### src/rtl/adc_clk_pkg.sv
package adc_clk_pkg;

  typedef enum logic [1:0] {
    WIN_IDLE   = 2'd0,
    WIN_SAMPLE = 2'd1,
    WIN_WAIT   = 2'd2
  } win_state_t;

endpackage

### src/rtl/adc_pre_div.sv
// Stage 1: code 0 = every cycle, code n = one strobe every 2n cycles.
module adc_pre_div #(
  parameter int PS_W = 4
) (
  input  logic            clk,
  input  logic            rst_n,
  input  logic            run,
  input  logic            restart,
  input  logic [PS_W-1:0] prescale,
  output logic            tick_o
);

  localparam int CNT_W = PS_W + 1;

  logic [CNT_W-1:0] cnt_q;
  logic [CNT_W-1:0] cnt_d;
  logic [CNT_W-1:0] wrap_val;
  logic             bypass;
  logic             at_wrap;

  always_comb begin
    bypass   = (prescale == '0);
    wrap_val = {prescale, 1'b0} - CNT_W'(1);
    at_wrap  = (cnt_q == wrap_val);
    tick_o   = run && !restart && (bypass || at_wrap);
    if (!run || restart || bypass || at_wrap) begin
      cnt_d = '0;
    end else begin
      cnt_d = cnt_q + CNT_W'(1);
    end
  end

  always_ff @(posedge clk or negedge rst_n) begin
    if (!rst_n) begin
      cnt_q <= '0;
    end else begin
      cnt_q <= cnt_d;
    end
  end

endmodule

### src/rtl/adc_half_div.sv
// Stage 2: passes stage-1 strobes, or every second one when halving.
module adc_half_div (
  input  logic clk,
  input  logic rst_n,
  input  logic run,
  input  logic restart,
  input  logic div2,
  input  logic tick_i,
  output logic tick_o
);

  logic phase_q;
  logic phase_d;

  always_comb begin
    if (!run || restart) begin
      phase_d = 1'b0;
    end else if (tick_i && div2) begin
      phase_d = !phase_q;
    end else begin
      phase_d = phase_q;
    end
    tick_o = tick_i && (!div2 || phase_q);
  end

  always_ff @(posedge clk or negedge rst_n) begin
    if (!rst_n) begin
      phase_q <= 1'b0;
    end else begin
      phase_q <= phase_d;
    end
  end

endmodule

### src/rtl/adc_win_fsm.sv
// Sample window of (acq_len + 1) ADC enables, then a conversion-start strobe
// on the following enable.
module adc_win_fsm
  import adc_clk_pkg::*;
#(
  parameter int ACQ_W = 4
) (
  input  logic             clk,
  input  logic             rst_n,
  input  logic             run,
  input  logic             soc_req,
  input  logic             tick,
  input  logic [ACQ_W-1:0] acq_len,
  output logic             sample_o,
  output logic             conv_o,
  output logic             busy_o
);

  win_state_t       state_q, state_d;
  logic [ACQ_W-1:0] cnt_q, cnt_d;
  logic             sample_q, sample_d;
  logic             conv_q, conv_d;

  always_comb begin
    state_d  = state_q;
    cnt_d    = cnt_q;
    sample_d = sample_q;
    conv_d   = 1'b0;
    if (!run) begin
      state_d  = WIN_IDLE;
      cnt_d    = '0;
      sample_d = 1'b0;
    end else begin
      case (state_q)
        WIN_IDLE: begin
          if (soc_req) begin
            state_d  = WIN_SAMPLE;
            cnt_d    = '0;
            sample_d = 1'b1;
          end
        end
        WIN_SAMPLE: begin
          if (tick) begin
            if (cnt_q >= acq_len) begin
              state_d  = WIN_WAIT;
              sample_d = 1'b0;
            end else begin
              cnt_d = cnt_q + ACQ_W'(1);
            end
          end
        end
        WIN_WAIT: begin
          if (tick) begin
            state_d = WIN_IDLE;
            conv_d  = 1'b1;
          end
        end
        default: begin
          state_d  = WIN_IDLE;
          sample_d = 1'b0;
        end
      endcase
    end
  end

  always_ff @(posedge clk or negedge rst_n) begin
    if (!rst_n) begin
      state_q  <= WIN_IDLE;
      cnt_q    <= '0;
      sample_q <= 1'b0;
      conv_q   <= 1'b0;
    end else begin
      state_q  <= state_d;
      cnt_q    <= cnt_d;
      sample_q <= sample_d;
      conv_q   <= conv_d;
    end
  end

  assign sample_o = sample_q;
  assign conv_o   = conv_q;
  assign busy_o   = (state_q != WIN_IDLE);

endmodule

### src/rtl/adc_clk_window_gen.sv
module adc_clk_window_gen #(
  parameter int PS_W  = 4,
  parameter int ACQ_W = 4
) (
  input  logic             clk,
  input  logic             rst_n,
  input  logic             mod_en,
  input  logic [PS_W-1:0]  prescale,
  input  logic             div2_sel,
  input  logic [ACQ_W-1:0] acq_len,
  input  logic             soc_req,
  output logic             adc_clk_en,
  output logic             sample_pulse,
  output logic             conv_start,
  output logic             busy
);

  localparam int CFG_W = PS_W + 1;

  logic [1:0]       rst_sync_q;
  logic             rst_n_int;
  logic [CFG_W-1:0] cfg_q;
  logic [CFG_W-1:0] cfg_now;
  logic             cfg_chg;
  logic             tick_s1;

  // Asynchronous assert, synchronous release
  always_ff @(posedge clk or negedge rst_n) begin
    if (!rst_n) begin
      rst_sync_q <= 2'b00;
    end else begin
      rst_sync_q <= {rst_sync_q[0], 1'b1};
    end
  end
  assign rst_n_int = rst_sync_q[1];

  assign cfg_now = {prescale, div2_sel};
  assign cfg_chg = (cfg_now != cfg_q);

  always_ff @(posedge clk or negedge rst_n_int) begin
    if (!rst_n_int) begin
      cfg_q <= '0;
    end else begin
      cfg_q <= cfg_now;
    end
  end

  adc_pre_div #(.PS_W(PS_W)) u_pre (
    .clk      (clk),
    .rst_n    (rst_n_int),
    .run      (mod_en),
    .restart  (cfg_chg),
    .prescale (prescale),
    .tick_o   (tick_s1)
  );

  adc_half_div u_half (
    .clk     (clk),
    .rst_n   (rst_n_int),
    .run     (mod_en),
    .restart (cfg_chg),
    .div2    (div2_sel),
    .tick_i  (tick_s1),
    .tick_o  (adc_clk_en)
  );

  adc_win_fsm #(.ACQ_W(ACQ_W)) u_win (
    .clk      (clk),
    .rst_n    (rst_n_int),
    .run      (mod_en),
    .soc_req  (soc_req),
    .tick     (adc_clk_en),
    .acq_len  (acq_len),
    .sample_o (sample_pulse),
    .conv_o   (conv_start),
    .busy_o   (busy)
  );

endmodule

### config.mk
export PLATFORM = sky130hd
export DESIGN_NAME = adc_clk_window_gen
export DESIGN_NICKNAME = d
export VERILOG_FILES = /design/src/rtl/adc_clk_pkg.sv /design/src/rtl/adc_pre_div.sv /design/src/rtl/adc_half_div.sv /design/src/rtl/adc_win_fsm.sv /design/src/rtl/adc_clk_window_gen.sv
export SDC_FILE = /design/constraint.sdc
export NUM_CORES = 1
export LEC_CHECK = 0
export ABC_AREA = 1
export BUFFER_PORTS_ARGS = -buffer_cell sky130_fd_sc_hd__buf_2
export CORE_MARGIN = 2
export CORE_UTILIZATION = 50
export CTS_CLUSTER_SIZE = 8
export DETAILED_ROUTE_END_ITERATION = 12
export GPL_TIMING_DRIVEN = 1
export PLACE_DENSITY_LB_ADDON = 0.2
export RECOVER_POWER = 100
export SLEW_MARGIN = 10
export SYNTH_ARGS = -nofsm -noshare
export SYNTH_HDL_FRONTEND = slang
export SYNTH_SLANG_ARGS = --single-unit
### constraint.sdc
create_clock -name clk -period 1 [get_ports clk]
set_input_delay 0.05 -clock clk [delete_from_list [all_inputs] [get_ports clk]]
set_output_delay 0.05 -clock clk [all_outputs]
set_load 0.1 [all_outputs]
Word level (Yosys, flattened, before mapping)
Index checks and enable logic that the tools add are counted.
{ "word_totals": {"reg_bits": 21, "input_bits": 13, "output_inout_bits": 4, "wordCells": 65} }
{ "op_classes": {"addsub": 3, "order_cmp": 1, "eq_ne": 11, "n_mux": 22, "reduce_logical": 20} }
{ "ops": {"columns": ["operator", "count"], "rows": [
  ["$mux W4", 4],
  ["$ne A3 B3 Y1 const B", 4],
  ["$reduce_and A4 Y1", 3],
  ["$mux W2", 5],
  ["$mux W1", 9],
  ["$pmux W4 S2", 1],
  ["$pmux W2 S3", 1],
  ["$add A5 B1 Y5 const B", 1],
  ["$eq A5 B5 Y1", 1],
  ["$logic_or A1 B1 Y1", 5],
  ["$mux W5", 1],
  ["$ne A5 B5 Y1", 1],
  ["$sub A5 B1 Y5 const B", 1],
  ["$add A4 B1 Y4 const B", 1],
  ["$ge A4 B4 Y1", 1],
  ["$logic_and A1 B1 Y1", 4],
  ["$logic_not A1 Y1", 4],
  ["$logic_not A4 Y1", 1],
  ["$reduce_bool A2 Y1", 2],
  ["$ne A3 B1 Y1 const B", 1],
  ["$ne A3 B2 Y1 const B", 1],
  ["$pmux W1 S3", 1],
  ["$eq A2 B1 Y1 const B", 1],
  ["$eq A2 B2 Y1 const B", 1],
  ["other kinds (2)", 2]
]} }

Longest topological paths before layout
Gate-level depths: netlist of the first run.
{ "logic_depth": {"word_depth": 8, "ltp_mapped": 15, "ltp_nobuf": 15} }

Hierarchy
A second synthesis of the first run with hierarchy kept.
{ "hier_totals": {"cells_unflattened": 181, "area_unflattened_um2": 1305.0} }
{ "by_module_without_submodules": {"columns": ["mod", "instances", "cells_each", "area_each_um2", "seq_area_each_um2"], "rows": [
  ["adc_win_fsm", 1, 85, 608.1, 200.2],
  ["adc_pre_div", 1, 56, 361.6, 125.1],
  ["adc_clk_window_gen", 1, 31, 271.5, 175.2],
  ["adc_half_div", 1, 9, 63.8, 25.0]
]} }

Worst setup path after synthesis of the first run
OpenSTA, ideal clock, no wires.
{ "synth_timing": {"kind": "register to register", "startpoint": "register u_win.cnt_q[1]", "endpoint": "register u_win.cnt_q[0]", "setup_ns": 0.117, "arrival_ns": 1.511, "t_required_ns": 0.883, "setup_slack_ns": -0.628, "stages_incl_launch_ff": 10, "n_path_buf": 0, "period_less_slack_ns": 1.628, "path_cell_list": "dfrtp_1 > ha_1 > inv_1 > nor2_1 > o211ai_1 > nand3_1 > a31oi_1 > nand2_2 > nand2_1 > nand2_1"} }
{ "synth_between": {"elab_chain_len": 3} }
{ "synth_rtl": {"columns": ["element", "line", "source"], "rows": [
  ["start: declaration", "adc_win_fsm.sv:20", "logic [ACQ_W-1:0] cnt_q, cnt_d;"],
  ["start signal: assignment", "adc_win_fsm.sv:74", "cnt_q <= cnt_d;"],
  ["$ge A4 B4 Y1", "adc_win_fsm.sv:44", "if (cnt_q >= acq_len) begin"],
  ["$ne A3 B3 Y1 (no source line)", null, null],
  ["$reduce_and A4 Y1 (no source line)", null, null]
]} }
No other way between the ends.
A chain may end at the register's enable or synchronous reset.

Worst setup path in the final report of the first run
{ "layout_timing": {"startpoint": "register cfg_q[3]", "endpoint": "output adc_clk_en"} }
{ "layout_between": {"elab_chain_len": 5} }
{ "layout_rtl": {"columns": ["element", "line", "source"], "rows": [
  ["start: declaration", "adc_clk_window_gen.sv:22", "logic [CFG_W-1:0] cfg_q;"],
  ["start signal: assignment", "adc_clk_window_gen.sv:44", "cfg_q <= cfg_now;"],
  ["$ne A5 B5 Y1", "adc_clk_window_gen.sv:38", "assign cfg_chg = (cfg_now != cfg_q);"],
  ["$logic_not A1 Y1", "adc_pre_div.sv:25", "tick_o = run && !restart && (bypass || at_wrap);"],
  ["$logic_and A1 B1 Y1 (2 in series)", "adc_pre_div.sv:25", null],
  ["$logic_and A1 B1 Y1", "adc_half_div.sv:23", "tick_o = tick_i && (!div2 || phase_q);"],
  ["end: declaration", "adc_clk_window_gen.sv:12", "output logic adc_clk_en,"]
]} }
No other way between the ends.

==> impl_metrics.py, run 1 <==
metrics = {
    "synthesis": {
        "synth_seq_cells": 21,
        "synth_top_area_share_pct": 43.48,
        "synth.cell_area_mm2": 0.001209,
        "synth_area_leaders": "dfrtp_1 (43%), nand2_1 (13%), ha_1 (7.2%), inv_1 (7.1%), nor2_1 (6.8%)",
        "synth.avg_cell_area_um2": 7.698,
        "yosys_warnings": 0,
        "syn_nets": 177,
        "synthMuxAreaShare_pct": 0,
        "ys_seq_area_share_pct": 43.48,
        "synth_top_family_by_area": "simple AND/OR/NAND/NOR gates",
        "yosys.area_share.adder_pct": 7.246,
        "synthCells": 157,
        "yosys.area.top_type": "dfrtp_1",
        "yosys.area_share.simple_pct": 31.06,
        "synthXorXnorAreaFrac_pct": 3.623,
        "ys_types": 25,
        "synth_compound_area_share_pct": 6.211,
    },
    "floorplan": {
        "start_util_pct": 53.61,
        "num_rows": 17,
        "fp.dieW_um": 53.17,
        "ios": 17,
        "core_mm2": 0.002255,
        "die-area_mm2": 0.002827,
        "die_height_um": 53.17,
    },
    "detailed_routing": {
        "postRouteAntennaNets": 0,
        "routed_wl_mm": 3.290,
        "dr.pass1.iters": 4,
        "detail_route.iter0.violations": 18,
        "via_per_inst": 5.056,
        "avgRoutedWirePerCell_um": 13.27,
        "via_count": 1254,
        "remaining_drc_errors": 0,
    },
    "worst_setup_path": {
        "worstPathMaxFanout": 2,
        "start_kind": "register",
        "cp_cell_sequence": "xor2_1 > nor2_1 > nand3_1 > nor2_2 > nand2_4 > buf_6 > clkinvlp_4 > buf_12",
        "path_class": "register to primary output",
        "arrival_ps": 1720,
        "r2r-start": "cfg_q[3]",
        "crit_required_ps": 950,
        "r2r_end": "u_win.cnt_q[2]",
        "regToRegSetupSlack_ps": -750,
        "slowest_delay_ps": 390,
        "cp-end-kind": "primary output",
        "cp_slowest_cell": "dfrtp_1",
        "reg2regPathDepth": 10,
    },
    "cts": {
        "cts_tree": "yes",
        "cts_max_level": 1,
        "ctsLongestPathBuffers": 2,
        "cts.sinks": 21,
        "numCtsBuffers": 3,
        "clkLatencyLatePin_ps": 310,
        "clockRootBuffer": "clkbuf_4",
        "path_clk_slew_ps": 120,
    },
    "sta": {
        "fmax_ghz": 0.5656,
        "setup_tns_ps": -9424,
        "worst_slack_ps": -767.9,
        "slew_viol_final": 0,
        "fin_worst_skew_ps": 3.172,
        "fin_crit_ps": 1768,
        "setup_viol": 16,
        "fin_crit_sh_pct": 176.8,
        "hold_viol_final": 0,
        "grt_setup_unrepaired": "true",
    },
    "global_route": {
        "grt_pass1_wl_mm": 5.099,
        "grt_pass1_vias": 1289,
        "antenna_found_initial": 0,
        "grt-ovfl-total": 0,
        "grt.total_usage_pct": 25.54,
        "grt_max_degree": 20,
    },
    "finish": {
        "fin_nets": 241,
        "area_growth_syn_to_layout_pct": 54.35,
        "drive_gt1_share_pct": 38.18,
        "mostFrequentLayoutCells": "nand2_1 (37), buf_4 (31), dfrtp_1 (21)",
        "layout_commonest_cell": "nand2_1",
        "final_cells": 248,
        "fin_util_pct": 82.74,
        "diodes": 0,
    },
    "placed_design": {
        "post-place-cells": 229,
        "place.port_buffers": 16,
        "dp_hpwl_mm": 2.173,
        "dp_slack_ps": -652.9,
        "place_congestion": 0.8389,
    },
    "pwr": {
        "irDropWorstVdd_mv": 1.842,
        "power.density_mw_per_mm2": 1571,
        "leakagePower_nw": 0.9768,
        "power_mw": 2.930,
    },
    "status": {
        "violations": "setup timing",
        "status": "finished, violations left",
    },
    "hold_path": {
        "min_path_type": "primary input to async pin",
    },
    "flow_run": {
        "maxCapViolCount": 0,
    },
}
## cell usage after synthesis
cell / count
nand2_1: 41
inv_1: 23
nor2_1: 22
dfrtp_1: 21
nand3_1: 10
ha_1: 7
a21oi_1: 4
xor2_1: 4
inv_2: 3
o21ai_0: 3
nand2_2: 2
nand3b_1: 2
nand4_1: 2
o21ai_1: 2
a21oi_4: 1
a31oi_1: 1
and3_2: 1
conb_1: 1
nand2_4: 1
nor2_2: 1
nor3_1: 1
nor3b_2: 1
o211ai_1: 1
or2_2: 1
xnor2_1: 1
## power by group
part / switching (mW) / internal, mW / total (mW)
sequential: 0.0673 / 0.935 / 1.00
combinational: 0.905 / 0.598 / 1.50
clock: 0.269 / 0.156 / 0.425
total: 1.24 / 1.69 / 2.93
## worst max-delay path, delay by kind of cell, from the launching register on
family        cells  cell delay [ps]
xor+xnor          1              160
flops             1              390
buf+inv           3              360
simple gates      4              500
## sequential cells by signal (all words and copies together) (netlist names)
name            count
u_half.phase_q      1
u_pre.cnt_q         5
cfg_q               5
u_win.state_q       2
u_win.cnt_q         4
rst_sync_q          2
u_win.sample_o      1
u_win.conv_o        1
## cell type report
| class | count | area, um2 |
|---|---|---|
| clock buffer | 4 | 26.28 |
| fill | 133 | 389.1 |
| inverter | 26 | 105.1 |
| multi-input combinational | 111 | 700.7 |
| sequential | 21 | 525.5 |
| tap | 28 | 35.03 |
| timing repair buffer | 58 | 473.0 |
## routing by layer
layer / GRT usage (%) / vias to the layer above / share of wire (%)
li1: - / 615 / -
met1: 25.09 / 600 / 38
met2: 50.83 / 27 / 56
met3: 3.390 / 12 / 3.0
met4: 12.82 / 0 / 3.0
met5: 0 / - / 0
## cell families (layout without fill, tap and decap cells)
family,count (synthesis),after routing
simple gates,85,85
compound gates,12,13
flops,21,21
xor+xnor,5,5
other cells,1,1
buf+inv,26,88
fa+ha+maj,7,7
## stage by stage
stage | cell area [um2] | hold WS (ps)
finish | 1866 | 40.44
global route | 1866 | 52.99
CTS | 1795 | 35.79
detailed placement | 1629 | -160.4
global placement | 1629 | -165.2
floorplan | 1244 | -245.6
## how the worst max path moves through the flow
stage / from / to / slack, ps / depth (start not counted)
floorplan: u_win.cnt_q[1] / u_win.cnt_q[0] / -540 / 9
global placement: u_win.cnt_q[1] / u_win.cnt_q[0] / -570 / 9
detailed placement: u_win.cnt_q[1] / u_win.state_q[0] / -650 / 10
CTS: cfg_q[3] / adc_clk_en / -790 / 8
global route: cfg_q[3] / adc_clk_en / -840 / 8
finish: cfg_q[3] / adc_clk_en / -770 / 8
## timing repair
action / CTS / global route
cloned: 1 / 0
endpoints found under the setup margin: 16 / 16
buffers inserted: 6 / 5
hold endpoints to repair: 7 / 0
pin swaps: 15 / 15
resized for setup: 10 / 13
hold buffers: 6 / 0
Note: power is estimated with default switching activity, not from simulation.
==> run 2: changes to the inputs <==
--- a/config.mk
+++ b/config.mk
@@ -7,12 +7,13 @@
 export LEC_CHECK = 0
 export ABC_AREA = 1
 export BUFFER_PORTS_ARGS = -buffer_cell sky130_fd_sc_hd__buf_2
+export CORE_ASPECT_RATIO = 0.7
 export CORE_MARGIN = 2
 export CORE_UTILIZATION = 50
 export CTS_CLUSTER_SIZE = 8
 export DETAILED_ROUTE_END_ITERATION = 12
 export GPL_TIMING_DRIVEN = 1
-export PLACE_DENSITY_LB_ADDON = 0.2
+export PLACE_DENSITY = 0.74
 export RECOVER_POWER = 100
 export SLEW_MARGIN = 10
 export SYNTH_ARGS = -nofsm -noshare
==> impl_metrics.py, run 2 (same netlist as run 1, synthesis figures left out) <==
metrics = {
    "status": {
        "status": "finished, violations left",
        "violations": "setup timing",
    },
    "worst_setup_path": {
        "crit_required_ps": 1260,
        "cp_cell_sequence": "nand2_1 > o21ai_0 > nor2_1 > nand3_1 > nor2_2 > nand2_4 > buf_12 > a21oi_4 > buf_4 > nand3b_1 > nand2_1",
        "cpMostUsedCell": "nand2_1",
        "path_class": "register to register",
        "worstPathMaxFanout": 4,
        "cp-end-kind": "register",
        "arrival_ps": 2180,
        "start_kind": "register",
        "slowest_delay_ps": 430,
        "cp_slowest_cell": "dfrtp_1",
    },
    "finish": {
        "fin_util_pct": 83.46,
        "reg.largest.list": "cfg_q: 5 flops, u_pre.cnt_q: 5 flops, u_win.cnt_q: 4 flops",
        "fill_cells": 126,
        "layout_commonest_cell": "nand2_1",
        "mostFrequentLayoutCells": "nand2_1 (36), buf_4 (25), dfrtp_1 (21)",
        "area_growth_syn_to_layout_pct": 53.62,
        "diodes": 0,
        "final_cell_area_mm2": 0.001857,
        "final_cells": 249,
        "fin_nets": 238,
        "drive_gt1_share_pct": 36.87,
    },
    "pwr": {
        "leakagePower_nw": 0.9530,
        "power.density_mw_per_mm2": 1645,
        "pwr-share-clk_pct": 14.4,
        "irDropWorstVdd_mv": 0.8861,
        "p_comb_share_pct": 52.5,
        "internal_power_mw": 1.739,
        "p_sw_mw": 1.315,
        "swShare_pct": 43.05,
        "seqPwrFrac_pct": 33.1,
    },
    "placed_design": {
        "dp_hpwl_mm": 2.237,
        "place_congestion": 0.8382,
        "dp_slack_ps": -656.7,
        "placed_area_mm2": 0.001627,
        "post-place-cells": 232,
        "place.port_buffers": 16,
    },
    "cts": {
        "ctsLongestPathBuffers": 2,
        "cts.sinks": 21,
        "cts_tree": "yes",
        "numCtsBuffers": 3,
        "cts_max_level": 1,
        "clockRootBuffer": "clkbuf_4",
        "path_clk_slew_ps": 130,
        "clkLatencyLatePin_ps": 330,
    },
    "global_route": {
        "grt.total_usage_pct": 29.23,
        "grt-ovfl-total": 0,
        "grt_pass1_vias": 1389,
        "grt_max_degree": 12,
        "grt_pass1_wl_mm": 6.085,
        "antenna_found_initial": 0,
    },
    "sta": {
        "fmax_ghz": 0.5191,
        "grt_setup_unrepaired": "true",
        "setup_viol": 17,
        "slew_viol_final": 0,
        "fin_crit_ps": 1926,
        "tightest_slew_ps": 596.0,
        "hold_ws_ps": 39.15,
        "fin_crit_sh_pct": 192.6,
        "relSlewSlack_pct": 60.26,
        "hold_viol_final": 0,
        "worst_slack_ps": -926.5,
        "fin_worst_skew_ps": 20.92,
    },
    "detailed_routing": {
        "avgRoutedWirePerCell_um": 15.79,
        "remaining_drc_errors": 0,
        "dr.pass1.iters": 4,
        "via_count": 1309,
        "routed_wl_mm": 3.932,
        "detail_route.iter0.violations": 128,
        "postRouteAntennaNets": 0,
        "via_per_inst": 5.257,
    },
    "floorplan": {
        "ios": 17,
        "num_rows": 14,
        "start_util_pct": 54.33,
        "die-area_mm2": 0.002833,
        "fp.dieW_um": 62.77,
        "core_mm2": 0.002225,
        "die_height_um": 45.14,
    },
    "hold_path": {
        "min_path_type": "primary input to async pin",
    },
    "flow_run": {
        "maxCapViolCount": 0,
    },
}
## run 2: cell types whose count changed in the layout (fill, tap and decap cells not counted), sizes merged
cell and delta:
buf -4, clkbuf +2, a21oi -1
## run 2: power by group through the flow
stage	sequential, mW	combinational, mW	clock, mW
2_1_floorplan	1.16	0.641	0
3_3_place_gp	1.01	1.27	0
3_5_place_dp	1.02	1.31	0
4_1_cts	1.01	1.49	0.432
5_1_grt	1.02	1.70	0.490
6_report	1.01	1.60	0.439
## run 2: repair_timing
item	in CTS	in global routing
setup buffers	7	3
hold endpoints to repair	7	0
pin swaps	11	12
resized for setup	15	12
setup endpoints to repair	16	18
hold buffers	6	0
## run 2: routing by layer
metal,vias up,global-route usage (%),part of all wire [%]
li1,606,-,-
met1,612,31.19,38
met2,71,53.76,49
met3,20,8.229,8.0
met4,0,17.78,4.4
met5,-,0,0
## run 2: layout make-up
type	count	area [um2]	area share [%]
Multi-Input combinational cell	110	689.4	37.13
Sequential cell	21	525.5	28.30
Timing Repair Buffer	56	470.5	25.34
Inverter	26	105.1	5.660
Tap cell	32	40.04	2.156
Clock buffer	4	26.28	1.415
## run 2: stage by stage
step	power, mW	TNS, ps
final	3.054	-11160
after CTS	2.923	-8246
after global placement	2.281	-7193
after global routing	3.208	-11880
after floorplan	1.802	-5198
after detailed placement	2.330	-7730
## run 2: path summary, 6_finish.rpt
kind	startpoint	endpoint	slack, ps	depth (start not counted)
worst max-delay path	cfg_q[4]	u_win.cnt_q[1]	-930	11
worst min-delay path	rst_n	rst_sync_q[1]	40	2
worst max register to register	cfg_q[4]	u_win.cnt_q[1]	-930	11
worst min register to register	rst_sync_q[1]	cfg_q[2]	300	1
max in group asynchronous	rst_sync_q[1]	u_win.cnt_q[2]	280	1
min in group clk	soc_req	u_win.cnt_q[2]	240	5
## run 2: worst max-delay path, delay by kind of cell (launching register included)
family | cells | cell delay, ps
buffers and inverters | 2 | 290
and+or+nand+nor | 7 | 820
DFF | 1 | 430
AOI/OAI and AO/OA | 2 | 320
